[src/rtl/adc_seq_pkg.sv]
package adc_seq_pkg;
  localparam int NUM_INT   = 16;
  localparam int NUM_EXT   = 8;
  localparam int DATA_W    = 10;
  localparam int NUM_CMP   = 4;
  localparam int ADDR_W    = 6;
  localparam int RES_W     = 16;

  localparam int NUM_CH    = NUM_INT + NUM_EXT;
  localparam int CH_W      = $clog2(NUM_CH);
  localparam int SEL_W     = $clog2(NUM_EXT);
  localparam int CONV_CH_W = $clog2(NUM_INT + 1);
  localparam int NUM_RES   = NUM_INT + 1;
  localparam int PAD_W     = RES_W - DATA_W;

  localparam int A_CTRL    = 0;
  localparam int A_CMD     = 1;
  localparam int A_NMASK   = 2;
  localparam int A_IMASK   = 3;
  localparam int A_STAT    = 4;
  localparam int A_CMP     = 8;
  localparam int A_RES     = 16;
  localparam int STAT_ALM  = 8;

  localparam int CMP_HI_LSB   = DATA_W;
  localparam int CMP_CH_LSB   = 2 * DATA_W;
  localparam int CMP_MODE_LSB = 2 * DATA_W + CH_W;
  localparam int CMP_TOP      = CMP_MODE_LSB + 2;

  typedef enum logic [1:0] {
    CMP_OFF  = 2'd0,
    CMP_GT   = 2'd1,
    CMP_LT   = 2'd2,
    CMP_OUTR = 2'd3
  } cmp_mode_t;

  typedef struct packed {
    logic              scanMode;
    logic              powerDown;
    logic              timerEn;
    logic [NUM_CH-1:0] normMask;
    logic [NUM_CH-1:0] injMask;
    logic              swStart;
    logic              swInject;
  } seq_cfg_t;

  typedef struct packed {
    logic              resWr;
    logic              resInj;
    logic [CH_W-1:0]   resChan;
    logic [DATA_W-1:0] resData;
    logic              normEoc;
    logic              injEoc;
    logic              busy;
  } seq_strobe_t;
endpackage

[src/rtl/adc_seq_ctrl_fsm.sv]
module adc_seq_ctrl_fsm
  import adc_seq_pkg::*;
(
  input  logic                 clk,
  input  logic                 rstN,
  input  seq_cfg_t             cfg,
  input  logic                 timerTick,
  input  logic                 convDone,
  input  logic [DATA_W-1:0]    convData,
  output logic                 convStart,
  output logic [CONV_CH_W-1:0] convChan,
  output logic [SEL_W-1:0]     extSel,
  output seq_strobe_t          strobe
);
  typedef enum logic {ST_IDLE, ST_CONV} state_t;

  state_t            state;
  logic [NUM_CH-1:0] normPend, injPend, normPendN, injPendN;
  logic [CH_W-1:0]   curIdx, pickIdx;
  logic              curInj, pickInj, launch;
  logic              normActive, injActive, doneHit, trigNorm, trigInj;
  logic              normEoc, injEoc;
  logic [NUM_CH-1:0] curBit;

  function automatic logic [CH_W-1:0] lowIdx(input logic [NUM_CH-1:0] m);
    logic [CH_W-1:0] r;
    r = '0;
    for (int i = NUM_CH - 1; i >= 0; i--) begin
      if (m[i]) r = CH_W'(i);
    end
    return r;
  endfunction

  assign normActive = (|normPend) || (state == ST_CONV && !curInj);
  assign injActive  = (|injPend)  || (state == ST_CONV && curInj);
  assign doneHit    = (state == ST_CONV) && convDone && !cfg.powerDown;
  assign trigNorm   = !cfg.powerDown && !normActive &&
                      (cfg.swStart || (cfg.timerEn && timerTick));
  assign trigInj    = !cfg.powerDown && !injActive && cfg.swInject;
  assign curBit     = NUM_CH'(1) << curIdx;

  // Next pending sets: completion, reload, triggers, power-down.
  always_comb begin
    normPendN = normPend;
    injPendN  = injPend;
    normEoc   = 1'b0;
    injEoc    = 1'b0;
    if (doneHit) begin
      if (curInj) begin
        injPendN = injPend & ~curBit;
        if (injPendN == '0) injEoc = 1'b1;
      end else begin
        normPendN = normPend & ~curBit;
        if (normPendN == '0) begin
          normEoc = 1'b1;
          if (cfg.scanMode) normPendN = cfg.normMask;
        end
      end
    end
    if (trigNorm) normPendN = cfg.normMask;
    if (trigInj)  injPendN  = cfg.injMask;
    if (cfg.powerDown) begin
      normPendN = '0;
      injPendN  = '0;
    end
  end

  assign pickInj = |injPend;
  assign pickIdx = pickInj ? lowIdx(injPend) : lowIdx(normPend);
  assign launch  = (state == ST_IDLE) && !cfg.powerDown &&
                   ((|injPend) || (|normPend));

  always_ff @(posedge clk) begin
    if (!rstN) begin
      state     <= ST_IDLE;
      normPend  <= '0;
      injPend   <= '0;
      curIdx    <= '0;
      curInj    <= 1'b0;
      convStart <= 1'b0;
      convChan  <= '0;
      extSel    <= '0;
    end else begin
      normPend  <= normPendN;
      injPend   <= injPendN;
      convStart <= 1'b0;
      case (state)
        ST_IDLE: begin
          if (launch) begin
            state     <= ST_CONV;
            convStart <= 1'b1;
            curIdx    <= pickIdx;
            curInj    <= pickInj;
            if (pickIdx >= CH_W'(NUM_INT)) begin
              convChan <= CONV_CH_W'(NUM_INT);
              extSel   <= SEL_W'(pickIdx - CH_W'(NUM_INT));
            end else begin
              convChan <= CONV_CH_W'(pickIdx);
              extSel   <= '0;
            end
          end
        end
        ST_CONV: begin
          if (cfg.powerDown || convDone) state <= ST_IDLE;
        end
        default: state <= ST_IDLE;
      endcase
    end
  end

  assign strobe.resWr   = doneHit;
  assign strobe.resInj  = curInj;
  assign strobe.resChan = curIdx;
  assign strobe.resData = convData;
  assign strobe.normEoc = normEoc;
  assign strobe.injEoc  = injEoc;
  assign strobe.busy    = (state == ST_CONV) || (|normPend) || (|injPend);
endmodule

[src/rtl/adc_seq_datapath.sv]
module adc_seq_datapath
  import adc_seq_pkg::*;
(
  input  logic              clk,
  input  logic              rstN,
  input  logic [ADDR_W-1:0] regAddr,
  input  logic              regWr,
  input  logic [31:0]       regWdata,
  output logic [31:0]       regRdata,
  input  seq_strobe_t       strobe,
  output seq_cfg_t          cfg,
  output logic [NUM_CMP-1:0] alarm
);
  logic              scanQ, alignQ, pdnQ, timerQ;
  logic [NUM_CH-1:0] normMaskQ, injMaskQ;
  logic              eocQ, injEocQ;
  logic [NUM_CMP-1:0] alarmQ, cmpHit, clrAlm;
  logic [DATA_W-1:0] cmpLow  [NUM_CMP];
  logic [DATA_W-1:0] cmpHigh [NUM_CMP];
  logic [CH_W-1:0]   cmpChan [NUM_CMP];
  logic [1:0]        cmpMode [NUM_CMP];
  logic [DATA_W-1:0] resVal  [NUM_RES];
  logic              resInjQ [NUM_RES];
  logic [$clog2(NUM_RES)-1:0] slot;
  logic [31:0]       rdNext;
  logic              wrStat;
  logic              unusedWdataHi;

  assign unusedWdataHi = ^regWdata[31:CMP_TOP];

  function automatic logic [RES_W-1:0] alignRes(input logic [DATA_W-1:0] d,
                                                input logic left);
    return left ? {d, PAD_W'(0)} : {PAD_W'(0), d};
  endfunction

  assign wrStat = regWr && (regAddr == ADDR_W'(A_STAT));
  assign clrAlm = wrStat ? regWdata[STAT_ALM +: NUM_CMP] : '0;
  assign slot   = (strobe.resChan >= CH_W'(NUM_INT)) ?
                  $clog2(NUM_RES)'(NUM_INT) : $clog2(NUM_RES)'(strobe.resChan);

  // Window comparators, one per configured slot.
  for (genvar k = 0; k < NUM_CMP; k++) begin : g_cmp
    logic chanMatch, above, below;
    assign chanMatch = strobe.resWr && (strobe.resChan == cmpChan[k]);
    assign above     = strobe.resData > cmpHigh[k];
    assign below     = strobe.resData < cmpLow[k];
    always_comb begin
      case (cmp_mode_t'(cmpMode[k]))
        CMP_GT:   cmpHit[k] = chanMatch && above;
        CMP_LT:   cmpHit[k] = chanMatch && below;
        CMP_OUTR: cmpHit[k] = chanMatch && (above || below);
        default:  cmpHit[k] = 1'b0;
      endcase
    end
  end

  always_ff @(posedge clk) begin
    if (!rstN) begin
      scanQ     <= 1'b0;
      alignQ    <= 1'b0;
      pdnQ      <= 1'b0;
      timerQ    <= 1'b0;
      normMaskQ <= '0;
      injMaskQ  <= '0;
      eocQ      <= 1'b0;
      injEocQ   <= 1'b0;
      alarmQ    <= '0;
      for (int k = 0; k < NUM_CMP; k++) begin
        cmpLow[k]  <= '0;
        cmpHigh[k] <= '0;
        cmpChan[k] <= '0;
        cmpMode[k] <= '0;
      end
      for (int r = 0; r < NUM_RES; r++) begin
        resVal[r]  <= '0;
        resInjQ[r] <= 1'b0;
      end
    end else begin
      if (regWr && regAddr == ADDR_W'(A_CTRL)) begin
        scanQ  <= regWdata[0];
        alignQ <= regWdata[1];
        pdnQ   <= regWdata[2];
        timerQ <= regWdata[3];
      end
      if (regWr && regAddr == ADDR_W'(A_NMASK)) normMaskQ <= regWdata[NUM_CH-1:0];
      if (regWr && regAddr == ADDR_W'(A_IMASK)) injMaskQ  <= regWdata[NUM_CH-1:0];
      for (int k = 0; k < NUM_CMP; k++) begin
        if (regWr && regAddr == ADDR_W'(A_CMP + k)) begin
          cmpLow[k]  <= regWdata[DATA_W-1:0];
          cmpHigh[k] <= regWdata[CMP_HI_LSB +: DATA_W];
          cmpChan[k] <= regWdata[CMP_CH_LSB +: CH_W];
          cmpMode[k] <= regWdata[CMP_MODE_LSB +: 2];
        end
      end
      eocQ    <= (eocQ    && !(wrStat && regWdata[1])) || strobe.normEoc;
      injEocQ <= (injEocQ && !(wrStat && regWdata[2])) || strobe.injEoc;
      alarmQ  <= (alarmQ & ~clrAlm) | cmpHit;
      for (int r = 0; r < NUM_RES; r++) begin
        if (strobe.resWr && slot == $clog2(NUM_RES)'(r)) begin
          resVal[r]  <= strobe.resData;
          resInjQ[r] <= strobe.resInj;
        end
      end
    end
  end

  always_comb begin
    rdNext = '0;
    if (regAddr == ADDR_W'(A_CTRL))  rdNext = {28'b0, timerQ, pdnQ, alignQ, scanQ};
    if (regAddr == ADDR_W'(A_NMASK)) rdNext = 32'(normMaskQ);
    if (regAddr == ADDR_W'(A_IMASK)) rdNext = 32'(injMaskQ);
    if (regAddr == ADDR_W'(A_STAT)) begin
      rdNext[0] = strobe.busy;
      rdNext[1] = eocQ;
      rdNext[2] = injEocQ;
      rdNext[STAT_ALM +: NUM_CMP] = alarmQ;
    end
    for (int k = 0; k < NUM_CMP; k++) begin
      if (regAddr == ADDR_W'(A_CMP + k))
        rdNext = 32'({cmpMode[k], cmpChan[k], cmpHigh[k], cmpLow[k]});
    end
    for (int r = 0; r < NUM_RES; r++) begin
      if (regAddr == ADDR_W'(A_RES + r))
        rdNext = {15'b0, resInjQ[r], alignRes(resVal[r], alignQ)};
    end
  end

  always_ff @(posedge clk) begin
    if (!rstN) regRdata <= '0;
    else       regRdata <= rdNext;
  end

  assign alarm        = alarmQ;
  assign cfg.scanMode = scanQ;
  assign cfg.powerDown = pdnQ;
  assign cfg.timerEn  = timerQ;
  assign cfg.normMask = normMaskQ;
  assign cfg.injMask  = injMaskQ;
  assign cfg.swStart  = regWr && regAddr == ADDR_W'(A_CMD) && regWdata[0];
  assign cfg.swInject = regWr && regAddr == ADDR_W'(A_CMD) && regWdata[1];
endmodule

[src/rtl/adc_seq_ctrl.sv]
module adc_seq_ctrl
  import adc_seq_pkg::*;
(
  input  logic                 clk,
  input  logic                 rstN,
  input  logic [ADDR_W-1:0]    regAddr,
  input  logic                 regWr,
  input  logic [31:0]          regWdata,
  output logic [31:0]          regRdata,
  input  logic                 timerTick,
  output logic                 convStart,
  output logic [CONV_CH_W-1:0] convChan,
  output logic [SEL_W-1:0]     extSel,
  input  logic                 convDone,
  input  logic [DATA_W-1:0]    convData,
  output logic [NUM_CMP-1:0]   alarm,
  output logic                 busy
);
  seq_cfg_t    cfg;
  seq_strobe_t strobe;

  adc_seq_datapath u_dp (
    .clk      (clk),
    .rstN     (rstN),
    .regAddr  (regAddr),
    .regWr    (regWr),
    .regWdata (regWdata),
    .regRdata (regRdata),
    .strobe   (strobe),
    .cfg      (cfg),
    .alarm    (alarm)
  );

  adc_seq_ctrl_fsm u_fsm (
    .clk       (clk),
    .rstN      (rstN),
    .cfg       (cfg),
    .timerTick (timerTick),
    .convDone  (convDone),
    .convData  (convData),
    .convStart (convStart),
    .convChan  (convChan),
    .extSel    (extSel),
    .strobe    (strobe)
  );

  assign busy = strobe.busy;
endmodule

[config.mk]
export PLATFORM = sky130hd
export DESIGN_NAME = adc_seq_ctrl
export DESIGN_NICKNAME = d
export VERILOG_FILES = /design/src/rtl/adc_seq_pkg.sv /design/src/rtl/adc_seq_ctrl_fsm.sv /design/src/rtl/adc_seq_datapath.sv /design/src/rtl/adc_seq_ctrl.sv
export SDC_FILE = /design/constraint.sdc
export NUM_CORES = 1
export LEC_CHECK = 0
export BUFFER_PORTS_ARGS = -buffer_cell sky130_fd_sc_hd__clkbuf_2
export CORE_ASPECT_RATIO = 1.25
export CORE_MARGIN = 2
export CORE_UTILIZATION = 60
export CTS_BUF_LIST = sky130_fd_sc_hd__clkbuf_2 sky130_fd_sc_hd__clkbuf_4 sky130_fd_sc_hd__clkbuf_8
export CTS_CLUSTER_SIZE = 30
export DETAILED_ROUTE_END_ITERATION = 7
export GPL_TIMING_DRIVEN = 0
export PLACE_DENSITY = 0.79
export SYNTH_ARGS = -nofsm -noshare
export SYNTH_HDL_FRONTEND = slang
export SYNTH_SLANG_ARGS = --single-unit
[constraint.sdc]
create_clock -name clk -period 9.1 [get_ports clk]
set_input_delay 1.365 -clock clk [delete_from_list [all_inputs] [get_ports clk]]
set_output_delay 1.365 -clock clk [all_outputs]
set_load 0.02 [all_outputs]
### After elaboration in Yosys (flattened, before gate mapping)

Memory sizes are Yosys's and may differ from the RTL's.
Index checks and enable logic that the tools add are counted.

| storage, ports and cells | value |
|---|---|
| register bits after elaboration | 154 |
| RAM bits | 295 |
| input bits | 53 |
| output and inout bits | 46 |
| word-level logic and storage cells | 479 |
| memories | 6 |

| operators by class | value |
|---|---|
| add/sub/neg operators | 1 |
| magnitude comparators | 10 |
| eq/ne operators | 58 |
| shift-type cells | 1 |
| muxes and demuxes | 231 |
| bitwise operators | 58 |
| reduce and logical (&&, ||, !) cells | 94 |

Memories:

| name | words | width | rd ports | clocked after Yosys merged registers in | write ports | line | source |
|---|---|---|---|---|---|---|---|
| u_dp.resVal | 17 | 10 | 17 | 0 | 17 | adc_seq_datapath.sv:22 | `logic [DATA_W-1:0] resVal [NUM_RES];` |
| u_dp.cmpHigh | 4 | 10 | 4 | 0 | 4 | adc_seq_datapath.sv:19 | `logic [DATA_W-1:0] cmpHigh [NUM_CMP];` |
| u_dp.cmpLow | 4 | 10 | 4 | 0 | 4 | adc_seq_datapath.sv:18 | `logic [DATA_W-1:0] cmpLow [NUM_CMP];` |
| u_dp.cmpChan | 4 | 5 | 4 | 0 | 4 | adc_seq_datapath.sv:20 | `logic [CH_W-1:0] cmpChan [NUM_CMP];` |
| u_dp.resInjQ | 17 | 1 | 17 | 0 | 17 | adc_seq_datapath.sv:23 | `logic resInjQ [NUM_RES];` |
| u_dp.cmpMode | 4 | 2 | 4 | 0 | 4 | adc_seq_datapath.sv:21 | `logic [1:0] cmpMode [NUM_CMP];` |

Operators by type and width:

| kind | number |
|---|---|
| 17-bit 2-to-1 mux | 17 |
| 5-bit 2-to-1 mux | 55 |
| 16-bit 2-to-1 mux | 17 |
| 10-bit 2-to-1 mux | 25 |
| 24-bit 2-to-1 mux | 10 |
| 27-bit 2-to-1 mux | 4 |
| 6-bit by 5-bit equality test with 1-bit output (second input constant) | 16 |
| 1-bit 2-to-1 mux | 89 |
| 24-bit OR reduction | 3 |
| 1-bit logical AND | 59 |
| 1-bit OR | 50 |
| 24-bit bitwise AND | 2 |
| 24-bit zero test | 2 |
| 5-bit by 4-bit equality test with 1-bit output (second input constant) | 8 |
| 10-bit > comparator | 4 |
| 10-bit < comparator | 4 |
| 6-bit by 4-bit equality test with 1-bit output (second input constant) | 4 |
| 24-bit NOT | 1 |
| 1-bit by 5-bit << shifter with 24-bit output (first input constant) | 1 |
| 5-bit by 3-bit equality test with 1-bit output (second input constant) | 4 |
| 5-bit equality test | 4 |
| 18-bit OR reduction | 1 |
| 2-bit equality test (second input constant) | 8 |
| 1-bit logical OR | 13 |
| 26 further kinds | 52 |

### Depth between registers and ports, before layout

Gate-level depths: netlist (run 1).

| depth | value |
|---|---|
| depth after elaboration | 27 |
| mapped depth | 10 |
| depth with buffers taken out | 9 |

### By module

A second synthesis (run 1) with hierarchy kept.

| second synthesis, totals | value |
|---|---|
| cell total of the unflattened synthesis | 2172 |
| area total of the unflattened synthesis | 22798.1 sq um |

By module, submodules not included:

| module | times used | cells each | area each (sq um) | sequential area each (sq um) |
|---|---|---|---|---|
| adc_seq_datapath | 1 | 1667 | 18941.9 | 10560.1 |
| adc_seq_ctrl_fsm | 1 | 505 | 3856.2 | 1261.2 |

### Least setup slack after synthesis (run 1)

OpenSTA, ideal clock, no wires.

| timing | value |
|---|---|
| kind | input -> register |
| from | in regAddr[2] |
| to | mem u_dp.cmpChan[2][0] (netlist name) (enable) |
| setup time | 384 ps |
| data arrival time | 3507 ps |
| data required time | 8716 ps |
| path slack | 5209 ps |
| stages | 7 |
| buffers on the path | 3 |
| path through | or4b_1 -> clkbuf_1 -> nor2_1 -> clkbuf_1 -> clkbuf_1 -> nand2_1 -> nand2_1 |

RTL lines:

| element | line | source |
|---|---|---|
| start: declaration | adc_seq_ctrl.sv:6 | `input logic [ADDR_W-1:0] regAddr,` |
| end: declaration | adc_seq_datapath.sv:20 |  |

==> run summary, run 1 <==
Final setup violation count: 0
Full die area: 0.03854 mm^2
Top flip-flop cell by instance count after synthesis: edfxtp_1
Post-CTS setup buffers: 0
Antenna Nets Post-Route: 0
Met2 usage: 70.52%
Proportion of layout cells with a drive suffix above 1: 15.37%
Core Region: 0.03640 mm^2
CP bufs+invs: 4
Detailed-route DRC error count: 0
Synth-to-layout area growth: 12.06%
Destination of the worst hold path: u_dp.eocQ
Library cells used by synthesis: 86
Routed wire per std cell: 29.95 um
Final layout net count: 2412
Synthesized area per cell: 10.54 um^2
Logic gate share of total power: 7.1%
Share of power burned in the clock network: 41.1%
Placed cell area: 0.02343 mm^2
Port-buffer cells: 86
Async set or reset register ratio after synthesis: 0%
Detailed-route vias per instance: 6.907
Clock Sink Count: 443
Placed wire-length estimate: 61560 um
Worst-Skew Late Latency: 0.64 ns
Worst IR drop on VDD: 0.1486 mV
Remaining Overflow, GRT: 0
Worst Reg-to-Reg Cells: 8
Diode count: 0
Hold depth: 2
Count of boundary I/O pins: 99
Critical path's top delay family: simple AND/OR/NAND/NOR gates
Number of flops mapped to enable cells by yosys: 295
Reg2reg start: u_dp.alignQ
Actual transition at the worst max-transition pin: 1.443 ns
Crit path launch type: input pin
Vias after detailed routing: 19440
Filler Cell Count: 2837
Endpoints failing hold: 0
Switching portion of total power: 24.93%
Clock root buffer: clkbuf_8
Yosys warning count: 0
Number of global-route vias before repair: 18900
Final weighted congestion in routability-driven placement: 0.9968
Number of hold buffers added after cts: 0
Overall fraction of global-route tracks in use: 44.01%
Initial core utilization: 60.95%
Psw: 1.081 mW
Max-cap violation count: 0
Arrival time at the worst endpoint: 5.08 ns
Final critical delay including setup and external delays: 4.839 ns
Capture instance of the worst register-to-register path: u_dp.regRdata[15]
Post-synthesis instance total: 2105
Fin Setup TNS: 0 ns
Count of pins over their slew limit: 0
Register bit total from synthesis: 443
Cell repeated most along the worst path: clkbuf_1
Number of antenna violations at the first check in global routing: 3
Cts bufs inserted: 70
Pin count of the biggest net entering global routing: 28
Skew final: 0.02640 ns
Met1 GRT Util: 51.00%
Final clock period utilization by the worst path: 53.18%
CTS resizes: 0
Cells traversed along the worst timing path: clkbuf_2 -> or4b_1 -> clkbuf_1 -> nor2_1 -> clkbuf_1 -> clkbuf_1 -> nand2_1 -> nand2_1
Height of the die: 219 um
Number of iterations in the first detailed-routing pass: 6
Worst hold start: u_dp.eocQ
Kind of critical path: in2reg
Global-route wire length before repair: 121400 um
Leakage power figure: 9.251 nW
Cell-internal power: 3.256 mW
Routed wire length: 84300 um
DIE WIDTH: 176 um
Clock Pin Slew Worst Setup and Hold Paths: 0.06 ns
Unrepaired setup endpoints after global routing: no
Worst R2R Setup Slack: 5.03 ns
Total number of H-tree levels: 3
Proportion of synthesized chip area in sequential cells: 53.28%
1st-iter DRT viols: 2769
Peak fanout along the critical path: 27
Max Fclk: 206.6 MHz
Setup crit end kind: flop
Sequential group share of total power: 51.7%
Global routing's busiest layer: met2
Number of cell rows: 78
Result of the run: complete, no violations
Max incr delay on CP: 0.98 ns
Met3 demand-to-capacity share in global routing: 10.45%
Area of the mapped netlist: 0.02219 mm^2
Required time at the endpoint of the critical path: 9.35 ns
Worst slew margin relative to its limit: 3.586%
Power per Cell Area: 174.4 mW/mm^2
Type of the tightest min-delay check: reg2reg
Clock tree from TritonCTS: built
Total non-filler cell area in the finished layout: 0.02486 mm^2
Number of buffers on the longest clock path: 3
Critical Path Slowest Stage Cell: nand2_1
==> Yosys cell counts (all sizes together), types with 23 or more instances <==
library cell	count	area (um^2)
buf	44	260.3
a31oi	23	143.9
clkbuf	83	311.6
a21oi	176	955.9
nand3	34	170.2
and2	123	769.5
ha	76	950.9
mux2i	61	610.6
o21ai	140	700.7
mux2	26	292.8
nor2	87	329.1
a22oi	97	728.2
edfxtp	295	8859
dfxtp	148	2963
nand4	24	150.1
inv	94	352.8
nand2	242	958.4
==> worst register-to-register path: stages (launching register included) <==
cell      delay (ns)
dfxtp_1         0.32
buf_2           0.27
buf_2           0.38
buf_2           0.41
buf_2           0.54
buf_2           0.41
clkbuf_1        0.68
o21ai_0         0.58
a31oi_1         0.39
==> state kept, by name, summed over array words and instances (netlist names), 4 cells and up <==
signal,flops
u_dp.resVal,170
u_dp.cmpHigh,40
u_dp.cmpLow,40
u_dp.regRdata,27
u_dp.injMaskQ,24
u_dp.normMaskQ,24
u_fsm.injPend,24
u_fsm.normPend,24
u_dp.cmpChan,20
u_dp.resInjQ,17
u_dp.cmpMode,8
u_fsm.convChan,5
u_dp.alarm,4
u_fsm.curIdx,4
==> routing by layer <==
metal,part of all wire (%),vias to the layer above
li1,-,8205
met1,34,9238
met3,11,442
met5,0.015,-
met4,9.5,2
met2,45,1556
==> worst max path at each step <==
| stage | from | end | slack, ns | depth (start not counted) |
|---|---|---|---|---|
| 2_1_floorplan | regAddr[2] | u_dp.cmpChan[2][0] | 5.21 | 7 |
| 3_3_place_gp | regAddr[5] | u_dp.cmpHigh[1][7] | 3.78 | 8 |
| 3_5_place_dp | regAddr[5] | u_dp.cmpLow[1][1] | 3.78 | 8 |
| 4_1_cts | regAddr[5] | u_dp.cmpLow[1][1] | 4.40 | 8 |
| 5_1_grt | regAddr[5] | u_dp.cmpHigh[2][0] | 4.17 | 8 |
| 6_report | regAddr[5] | u_dp.cmpHigh[2][8] | 4.26 | 8 |
==> power groups by stage <==
stage	sequential (mW)	clock, mW	combinational [mW]
2_1_floorplan	2.27	0	0.160
3_3_place_gp	2.28	0	0.277
3_5_place_dp	2.28	0	0.292
4_1_cts	2.24	1.77	0.294
5_1_grt	2.25	1.85	0.325
6_report	2.24	1.78	0.310
==> kinds of logic after synthesis <==
logic type,synth area share (%)
other,0.01690
multiplexers,4.376
buffers and inverters,4.184
XOR/XNOR,0.7895
adder cells (fa/ha/maj),4.286
AND/OR/NAND/NOR,14.85
AO/OA/AOI/OAI,18.22
flip-flops,53.28
==> layout by cell type, fill, tap and decap left out, types with 26 or more instances in the layout <==
cell type / instances
a22oi_1: 97
edfxtp_1: 295
dfxtp_1: 148
mux2_2: 26
clkbuf_1: 83
clkbuf_2: 86
buf_2: 29
clkbuf_8: 80
inv_1: 94
nand2_1: 221
o21ai_0: 123
a21oi_1: 156
nand3_1: 34
mux2i_1: 61
ha_1: 76
nor2_1: 86
and2_1: 122
==> area by class of cell <==
class	instances	area, um^2	share of cell area (%)
Inverter	95	356.6	1.434
Sequential cell	443	11820	47.54
Buffer	127	571.8	2.300
Tap cell	480	600.6	2.415
Clock buffer	104	1281	5.153
Clock inverter	20	155.1	0.6240
Timing Repair Buffer	102	576.8	2.320
Multi-Input combinational cell	1444	9500	38.21
==> stage by stage <==
stage | worst slack (ns) | power, mW | hold slack [ns] | std cells | util [%]
2_1_floorplan | 5.209 | 2.428 | 0.4312 | 2109 | -
3_3_place_gp | 3.785 | 2.560 | 0.4436 | 2675 | 63.82
3_5_place_dp | 3.780 | 2.575 | 0.4540 | 2691 | 64.35
4_1_cts | 4.401 | 4.305 | 0.4601 | 2815 | 68.30
5_1_grt | 4.166 | 4.423 | 0.4853 | 2815 | 68.30
6_report | 4.261 | 4.337 | 0.4598 | 2815 | 68.30
Note: power is estimated with default switching activity, not from simulation.
==> run 2, diff against run 1 <==
- clock period: 9.1 -> 4.85 ns (I/O delays scaled with it)
==> run summary, run 2 (synthesized netlist as in run 1, its figures left out) <==
Post-CTS setup buffers: 0
Cts bufs inserted: 70
Unrepaired setup endpoints after global routing: no
Most used cells in the layout excluding fill and tap cells: edfxtp_1, nand2_1, a21oi_1
Proportion of layout cells with a drive suffix above 1: 15.37%
Final weighted congestion in routability-driven placement: 0.9968
Pin count of the biggest net entering global routing: 28
Share of power burned in the clock network: 41.1%
Critical path launch point: regAddr[5]
Skew final: 0.03354 ns
Worst slew margin relative to its limit: 6.708%
Number of buffers on the longest clock path: 3
Routed wire length: 84300 um
Endpoints failing hold: 0
Largest register FFs: 170
Final critical delay including setup and external delays: 4.325 ns
Reg2reg start: u_dp.alignQ
Clock tree from TritonCTS: built
Clock Sink Count: 443
Final layout net count: 2413
Clock root buffer: clkbuf_8
Cells traversed along the worst timing path: clkbuf_2 -> or4b_1 -> clkbuf_1 -> nor2_1 -> clkbuf_1 -> clkbuf_1 -> nand2_1 -> nand2_1
Destination of the worst hold path: u_dp.normMaskQ[21]
Cell repeated most along the worst path: clkbuf_1
Worst R2R Setup Slack: 0.70 ns
Type of the tightest min-delay check: in2reg
Final setup slack of the worst path: 0.5254 ns
Pre-CTS setup slack: 0.1675 ns
Detailed-route DRC error count: 3
Clock Pin Slew Worst Setup and Hold Paths: 0.06 ns
Number of hold buffers added after cts: 0
Worst IR drop on VDD: 0.2795 mV
Most flops, register: u_dp.resVal
Arrival time at the worst endpoint: 4.57 ns
Count of pins over their slew limit: 0
Number of iterations in the first detailed-routing pass: 8
Cell-internal power: 6.110 mW
Result of the run: finished with violations
Top flop regs: u_dp.resVal x170, u_dp.cmpHigh x40, u_dp.cmpLow x40
Sequential group share of total power: 51.8%
Port-buffer cells: 86
Initial core utilization: 60.95%
Full die area: 0.03854 mm^2
Power per Cell Area: 326.7 mW/mm^2
Global-route wire length before repair: 121300 um
Worst hold start: regWdata[21]
Detailed-route vias per instance: 6.935
DIE WIDTH: 176 um
Max incr delay on CP: 0.98 ns
Setup crit end kind: flop
Height of the die: 219 um
Capture instance of the worst register-to-register path: u_dp.regRdata[12]
Total number of H-tree levels: 3
Final setup violation count: 0
Commonest non-fill, non-tap cell in the layout: edfxtp_1
Leakage power figure: 9.264 nW
Count of boundary I/O pins: 99
Vias after detailed routing: 19540
Logic gate share of total power: 7.2%
Overall fraction of global-route tracks in use: 43.96%
Antenna Nets Post-Route: 0
Kind of critical path: in2reg
Critical Path Slowest Stage Cell: nand2_1
Number of antenna violations at the first check in global routing: 3
Remaining Overflow, GRT: 0
Filler Cell Count: 2831
Peak fanout along the critical path: 27
Crit path launch type: input pin
Required time at the endpoint of the critical path: 5.10 ns
Fin Setup TNS: 0 ns
Violations in the final reports: DRC
Max Fclk: 231.2 MHz
Actual transition at the worst max-transition pin: 1.396 ns
Max-cap violation count: 0
Worst Reg-to-Reg Cells: 8
Psw: 2.022 mW
Number of cell rows: 78
Switching portion of total power: 24.87%
Synth-to-layout area growth: 12.19%
1st-iter DRT viols: 2941
Number of global-route vias before repair: 18910
Hold depth: 3
Core Region: 0.03640 mm^2
CTS resizes: 0
Routed wire per std cell: 29.92 um
Final clock period utilization by the worst path: 89.17%
Placed wire-length estimate: 61560 um
Worst-Skew Late Latency: 0.65 ns
==> run 2: cell types whose count changed in the layout (fill, tap and decap cells not counted) <==
cell	previous run	this run
buf_16	0	1
nand2_1	221	222
nand2_2	21	20
diode_2	0	1
==> run 2: worst max-delay path, delay by kind of cell <==
| kind | cells | cell delay [ns] |
|---|---|---|
| and+or+nand+nor | 4 | 2.05 |
| buffers and inverters | 4 | 1.77 |
==> run 2: final cells by class <==
class	count	area (um^2)	area share, %
clock buffer	104	1281	5.147
sequential	443	11820	47.49
inverter	95	356.6	1.433
antenna	1	2.502	0.01005
timing repair buffer	103	604.3	2.428
multi-input combinational	1444	9498	38.16
tap	480	600.6	2.413
buffer	127	571.8	2.297
clock inverter	20	155.1	0.6233
==> run 2: metrics by stage <==
step	cells	power [mW]	hold slack [ns]	cell area (um^2)	utilization, %
after global routing	2816	8.301	0.4042	24890	68.37
final	2817	8.133	0.3946	24890	68.38
after global placement	2675	4.804	0.4436	23230	63.82
after detailed placement	2691	4.832	0.4540	23430	64.35
after CTS	2815	8.077	0.3726	24860	68.30
after floorplan	2109	4.556	0.4312	22200	-
==> run 2: worst max-delay path by stage <==
stage / slack [ns] / endpoint
after floorplan: 1.60 / u_dp.cmpChan[2][0]
after global placement: 0.17 / u_dp.cmpHigh[1][8]
after detailed placement: 0.17 / u_dp.cmpLow[1][1]
after CTS: 0.79 / u_dp.cmpLow[1][1]
after global routing: 0.53 / u_dp.cmpHigh[2][0]
final: 0.53 / u_dp.cmpHigh[2][8]
==> run 2: layer usage <==
metal | wire length [um] | vias up | GRT usage, %
li1 | - | 8209 | -
met1 | 28550 | 9222 | 50.87
met2 | 38190 | 1624 | 70.38
met3 | 9229 | 479 | 10.33
met4 | 8315 | 2 | 34.82
met5 | 11 | - | 0
==> run 2: power by group through the flow <==
| stage | Combinational, mW | Clock, mW | Sequential (mW) |
|---|---|---|---|
| 2_1_floorplan | 0.299 | 0 | 4.26 |
| 3_3_place_gp | 0.521 | 0 | 4.28 |
| 3_5_place_dp | 0.548 | 0 | 4.28 |
| 4_1_cts | 0.552 | 3.32 | 4.20 |
| 5_1_grt | 0.611 | 3.48 | 4.21 |
| 6_report | 0.582 | 3.34 | 4.21 |
